==> src/rtl/jab_pkg.sv <==
package jab_pkg;
  // Default run limit in bit times; a run longer than this triggers lockout.
  localparam int unsigned DEF_LIMIT = 65536;
  // Default quiet interval in bit times.
  localparam int unsigned DEF_QUIET = 96;
endpackage

==> src/rtl/jab_run_counter.sv <==
// Counts consecutive enabled bit times with the gated transmitter on.
module jab_run_counter #(
  parameter int unsigned LIMIT = jab_pkg::DEF_LIMIT,
  localparam int unsigned CW = $clog2(LIMIT + 1)
) (
  input  logic clk,
  input  logic rst,
  input  logic tick,
  input  logic req,
  input  logic locked,
  input  logic release_now,
  output logic at_limit
);
  logic [CW-1:0] run_q;

  assign at_limit = (run_q == CW'(LIMIT));

  always_ff @(posedge clk) begin
    if (rst) begin
      run_q <= '0;
    end else if (tick) begin
      if (locked) begin
        // The released bit already counts when the request is present.
        run_q <= (release_now && req) ? CW'(1) : '0;
      end else if (!req || at_limit) begin
        run_q <= '0;
      end else begin
        run_q <= run_q + CW'(1);
      end
    end
  end
endmodule

==> src/rtl/jab_quiet_timer.sv <==
// Holds the lockout state and times the quiet interval.
module jab_quiet_timer #(
  parameter int unsigned QUIET = jab_pkg::DEF_QUIET,
  localparam int unsigned QW = $clog2(QUIET + 1)
) (
  input  logic clk,
  input  logic rst,
  input  logic tick,
  input  logic start,
  output logic locked,
  output logic release_now
);
  logic [QW-1:0] quiet_q;

  assign release_now = locked && tick && (quiet_q == QW'(QUIET - 1));

  always_ff @(posedge clk) begin
    if (rst) begin
      locked  <= 1'b0;
      quiet_q <= '0;
    end else if (tick) begin
      if (start) begin
        locked  <= 1'b1;
        quiet_q <= '0;
      end else if (release_now) begin
        locked  <= 1'b0;
        quiet_q <= '0;
      end else if (locked) begin
        quiet_q <= quiet_q + QW'(1);
      end
    end
  end
endmodule

==> src/rtl/jabber_guard.sv <==
module jabber_guard #(
  parameter int unsigned LIMIT = jab_pkg::DEF_LIMIT,
  parameter int unsigned QUIET = jab_pkg::DEF_QUIET
) (
  input  logic clk,
  input  logic rst,
  input  logic bit_en,
  input  logic tx_req,
  output logic tx_en,
  output logic jabber
);
  logic at_limit;
  logic locked;
  logic release_now;
  logic start;
  logic lock_nxt;

  assign start    = bit_en && !locked && tx_req && at_limit;
  assign lock_nxt = start || (locked && !release_now);

  jab_run_counter #(.LIMIT(LIMIT)) u_run (
    .clk         (clk),
    .rst         (rst),
    .tick        (bit_en),
    .req         (tx_req),
    .locked      (locked),
    .release_now (release_now),
    .at_limit    (at_limit)
  );

  jab_quiet_timer #(.QUIET(QUIET)) u_quiet (
    .clk         (clk),
    .rst         (rst),
    .tick        (bit_en),
    .start       (start),
    .locked      (locked),
    .release_now (release_now)
  );

  always_ff @(posedge clk) begin
    if (rst) begin
      tx_en <= 1'b0;
    end else if (bit_en) begin
      tx_en <= tx_req && !lock_nxt;
    end
  end

  assign jabber = locked;
endmodule

==> config.mk <==
export PLATFORM = sky130hd
export DESIGN_NAME = jabber_guard
export DESIGN_NICKNAME = d
export VERILOG_FILES = /design/src/rtl/jab_pkg.sv /design/src/rtl/jab_run_counter.sv /design/src/rtl/jab_quiet_timer.sv /design/src/rtl/jabber_guard.sv
export SDC_FILE = /design/constraint.sdc
export NUM_CORES = 1
export LEC_CHECK = 0
export ABC_AREA = 1
export BUFFER_PORTS_ARGS = -buffer_cell sky130_fd_sc_hd__clkbuf_2
export CAP_MARGIN = 5
export CORE_ASPECT_RATIO = 2
export CORE_UTILIZATION = 55
export CTS_BUF_LIST = sky130_fd_sc_hd__clkbuf_2
export DETAILED_ROUTE_END_ITERATION = 7
export PLACE_DENSITY = 0.7
export REMOVE_ABC_BUFFERS = 1
export SETUP_SLACK_MARGIN = 0.15
export SLEW_MARGIN = 0
export SYNTH_ARGS = -nofsm -noshare
export SYNTH_HDL_FRONTEND = slang
export SYNTH_SLANG_ARGS = --single-unit
==> constraint.sdc <==
create_clock -name clk -period 3.3 [get_ports clk]
set_clock_uncertainty 0.15 [all_clocks]
set_input_delay 0.165 -clock clk [delete_from_list [all_inputs] [get_ports clk]]
set_output_delay 0.165 -clock clk [all_outputs]
set_load 0.02 [all_outputs]
* After elaboration in Yosys (flattened, before gate mapping)
Index checks and enable logic that the tools add are counted.
Widths: inputs -> output; s select.
** Storage, ports and cells
- Flip-flop bits (word level) :: 26
- Output and inout port bits :: 2
** Operators by class
- Add/subtract/negate cells :: 2
- Reductions and logical operators :: 18
- Muxes and demuxes :: 8
- Eq/ne operators :: 2
** Operators with widths (number)
- $mux 17 :: 2
- $mux 7 :: 3
- $add 17x1->17 const B :: 1
- $eq 17x17->1 const B :: 1
- $logic_and 1x1->1 :: 8
- $add 7x1->7 const B :: 1
- $eq 7x7->1 const B :: 1
- $logic_not 1->1 :: 4
- $reduce_and 2->1 :: 2
- $mux 1 :: 3
- $reduce_bool 3->1 :: 1
- $logic_or 1x1->1 :: 2
- $reduce_bool 2->1 :: 1

* Logic depth before layout (Yosys ltp)
- Depth in word-level cells :: 7
- Depth in mapped cells :: 12
- Gate-level depth less buffers :: 11

* By module
A second synthesis with hierarchy kept.
** Unflattened totals
- Cell total of the unflattened synthesis :: 241
- Area total of the unflattened synthesis :: 1600.3 um2
** By module, submodules not included
- jab_run_counter :: times used 1, cells each 172, area each 1117.3 um2
- jab_quiet_timer :: times used 1, cells each 57, area each 407.9 um2
- jabber_guard :: times used 1, cells each 12, area each 75.1 um2

* Worst setup path before layout
Ideal clock, no wire load.
- Path kind :: reg-to-reg
- Start :: register u_run.run_q[0]
- End :: register u_run.run_q[9]
- Setup time :: 0.070 ns
- Period minus slack after synthesis :: 1.543 ns
- Data required time :: 3.080 ns
- Cell stages (with the launch flop) :: 13
- Path slack :: 1.757 ns
- Arrival time :: 1.323 ns
- Path through :: dfxtp_1 > inv_1 > ha_1 > nand2_1 > inv_1 > nand2_1 > nor2_1 > nand2_1 > nand2_2 > inv_2 > buf_6 > nand3_1 > a21oi_1
** Between the ends
- Word-level cells in the longest chain between the ends :: 4
- Elaborated cells on any way between the ends :: 5
** Ends and longest elaborated chain
- start, declared :: line jab_run_counter.sv:14 : logic [CW-1:0] run_q;
- start signal, assigned :: line jab_run_counter.sv:24 : run_q <= (release_now && req) ? CW'(1) : '0;
- start signal, assigned :: line jab_run_counter.sv:28 : run_q <= run_q + CW'(1);
- branches (longest 2 deep; another with $add 17x1->17)
- $mux 17 (*) :: line jab_run_counter.sv:25 : end else if (!req || at_limit) begin
- $mux 17 (*) :: line jab_run_counter.sv:22 : if (locked) begin
Every way passes the cells marked *.
A chain may end at the register's enable or synchronous reset.

* Final worst setup path
- Start :: register u_run.run_q[0]
- End :: register u_run.run_q[13]
The elaborated chain is that of the path after synthesis.

==> metrics <==
final wirelength=3.35 mm; largest net degree at the start of global routing=18; total power=466 µW; Sink Count=26; fin crit share=0.544; std cell rows=27; setup TNS=0 ns; ANT cells=0; first-pass GRT wire length=between 5 and 6 mm; drt via density=5.38; Tot GR Track Use=0.256; clock root cell=clkbuf_2; Synth Area per Inst=6.45 µm²; post-detail-place hpwl=2.51 mm; Clock power frac=0.254; internal power=~350 µW; Worst EP required=roughly 3.5 ns; vias=1475; clock slew at reported path FFs=around 0.23 ns; CTS Buf Count=3; clk buf depth=2; CP max stage cell=dfxtp_1; crit-path max FO=16; critical path launch point type=register; WS Path Type=reg -> reg; CTS tree=built; Post-Syn Instances=242; CP Buf/Inv Count=3; Max-Cap Viols=0; Final setup viols=0; status=finished clean; CP arrival=1.96 ns; Worst setup EP type=register; Slew Limit Fails=0; endpoints failing hold=0; H-tree lvl count=1; post-layout min period=1.79 ns; share of layout cells above drive strength 1=0.102; power per cell area=289 nW/µm²; combinational fraction of design power=0.063; GRT Residual Overflow=0; antenna-violating nets left=0; Iter 0 DRT Violations=28; sequential element share of the synthesized area=0.333; Net Sw Power=~120 µW; antenna violations before repair=0; RSZ-0062 raised after global routing=no; Die Y=77.4 µm; detailed-router iteration count before antenna repair=4; post-CTS sizing=0; synthesized cell area=1560 µm²; crit-path cells=inv_1, ha_1, nand2_1, inv_1, nand2_1, nor2_1, nand2_1, nand2_2, inv_2, o21ai_0, a21oi_1; Fillers=roughly 300; Slew @ Worst Pin=0.514 ns; HP Class=in -> reg; DIE AREA=3070 µm²; YS warnings=0; Initial Util=0.571; RD Place Congestion=just under 0.8; vias in the first global route=around 1400; Residual DRC=0; setup bufs post-CTS=0; CP delay by family, top=flip-flops; P&R area growth vs syn=3.29%; Max Freq=0.557 GHz; slew margin rel.=0.655; Pleak=0.000648 µW; maximum vdd drop=0.000253 V; Core Area=2740 µm²; CP most frequent cell=nand2_1; Reg power frac=0.684; Clk Latency, worst-skew pair=0.35 ns; die width=39.7 µm; Switching Share=0.249; fin nets=254; slowest stage delay, CP=about 0.46 ns; I/O pin count=6; Hold Slack=0.0522 ns; Seq cells post-synth=26; Port Buf Inserts=5; Avg WL per Cell=roughly 12 µm; Yosys cell types=28
## cells in the final DEF, fill, tap and decap left out, drive strengths merged
cell and instances:
a21oi 22, and3 1, clkbuf 8, clkinv 1, dfxtp 26, dlygate4sd3 1, ha 3, inv 23
nand2 76, nand3 17, nand4 7, nor2 36, nor3 3, o211ai 2, o21ai 11, o21bai 1
o22ai 1, xor2 6
## through the flow
| stage | cells | utilization | area, µm² | setup slack, ns |
|---|---|---|---|---|
| 2_1_floorplan | 236 | - | 1530 | 1.75 |
| 3_3_place_gp | 270 | 0.580 | 1590 | 1.59 |
| 3_5_place_dp | 270 | 0.580 | 1590 | 1.53 |
| 4_1_cts | 274 | 0.589 | 1610 | 1.47 |
| 5_1_grt | 274 | 0.589 | 1610 | 1.26 |
| 6_report | 274 | 0.589 | 1610 | 1.51 |
## sequential cells by signal (all words and copies together) (netlist names)
signal and flops:
u_run.run_q 17, u_quiet.quiet_q 7, tx_en 1, u_quiet.locked 1
## metal layers
layer  global-route usage  share of wire  vias up
met5                    0              0        -
met4                0.134          0.036        0
met3               0.0200         0.0092       11
met2                0.466           0.55       14
met1                0.260           0.41      664
li1                     -              -      786
## power groups by stage
stage	clock (µW)	combinational, µW	sequential (µW)
detailed placement	0	28.5	324
CTS	128	29.6	318
global placement	0	28.7	324
floorplan	0	16.1	325
finish	118	29.1	318
global route	129	32.7	319
## worst paths after layout
check / startpoint / to / slack, ns / cells after the start
setup / recovery: u_run.run_q[0] / u_run.run_q[13] / 1.51 / 11
hold / removal: bit_en / u_quiet.quiet_q[3] / 0.05 / 4
setup reg to reg: u_run.run_q[0] / u_run.run_q[13] / 1.51 / 11
hold reg to reg: u_run.run_q[15] / u_run.run_q[15] / 0.35 / 2
## cells by family after synthesis
| family | after synthesis | share of synthesized area |
|---|---|---|
| simple gates | 140 | 0.402 |
| compound gates | 37 | 0.127 |
| buf+inv | 30 | 0.0801 |
| flops | 26 | 0.333 |
| xor+xnor | 6 | 0.0337 |
| fa+ha+maj | 3 | 0.0240 |
## layout make-up
class / instances / area, µm² / area share
Multi-Input combinational cell: 186 / 916 / 0.568
Sequential cell: 26 / 520 / 0.323
Inverter: 24 / 90.1 / 0.0559
Tap cell: 29 / 36.3 / 0.0225
Timing Repair Buffer: 6 / 35.0 / 0.0217
Clock buffer: 3 / 15.0 / 0.00931
## worst min-delay path, cell delays in order
cell and delay (ns):
clkbuf_2 0.15, nand3_1 0.09, nand4_1 0.10, a21oi_2 0.03
## timing repair
action | CTS | global route
setup endpoints to repair | 0 | 0
endpoints found under the hold margin | 11 | 0
hold buffers | 1 | 0
## Yosys cell counts, drive strengths merged
cell type	n	area, µm²
o211ai	2	15.0
and3	1	6.26
nand3	17	105
dfxtp	26	521
nand4	7	43.8
xor2	6	52.6
o22ai	1	6.26
nor3	3	20.0
inv	23	86.3
o21ai	11	55.1
nor2	36	155
clkbuf	3	11.3
a21oi	22	114
nand2	76	298
buf	3	23.8
o21bai	1	7.51
ha	3	37.5
clkinv	1	3.75
Note: power is estimated with default switching activity, not from simulation.
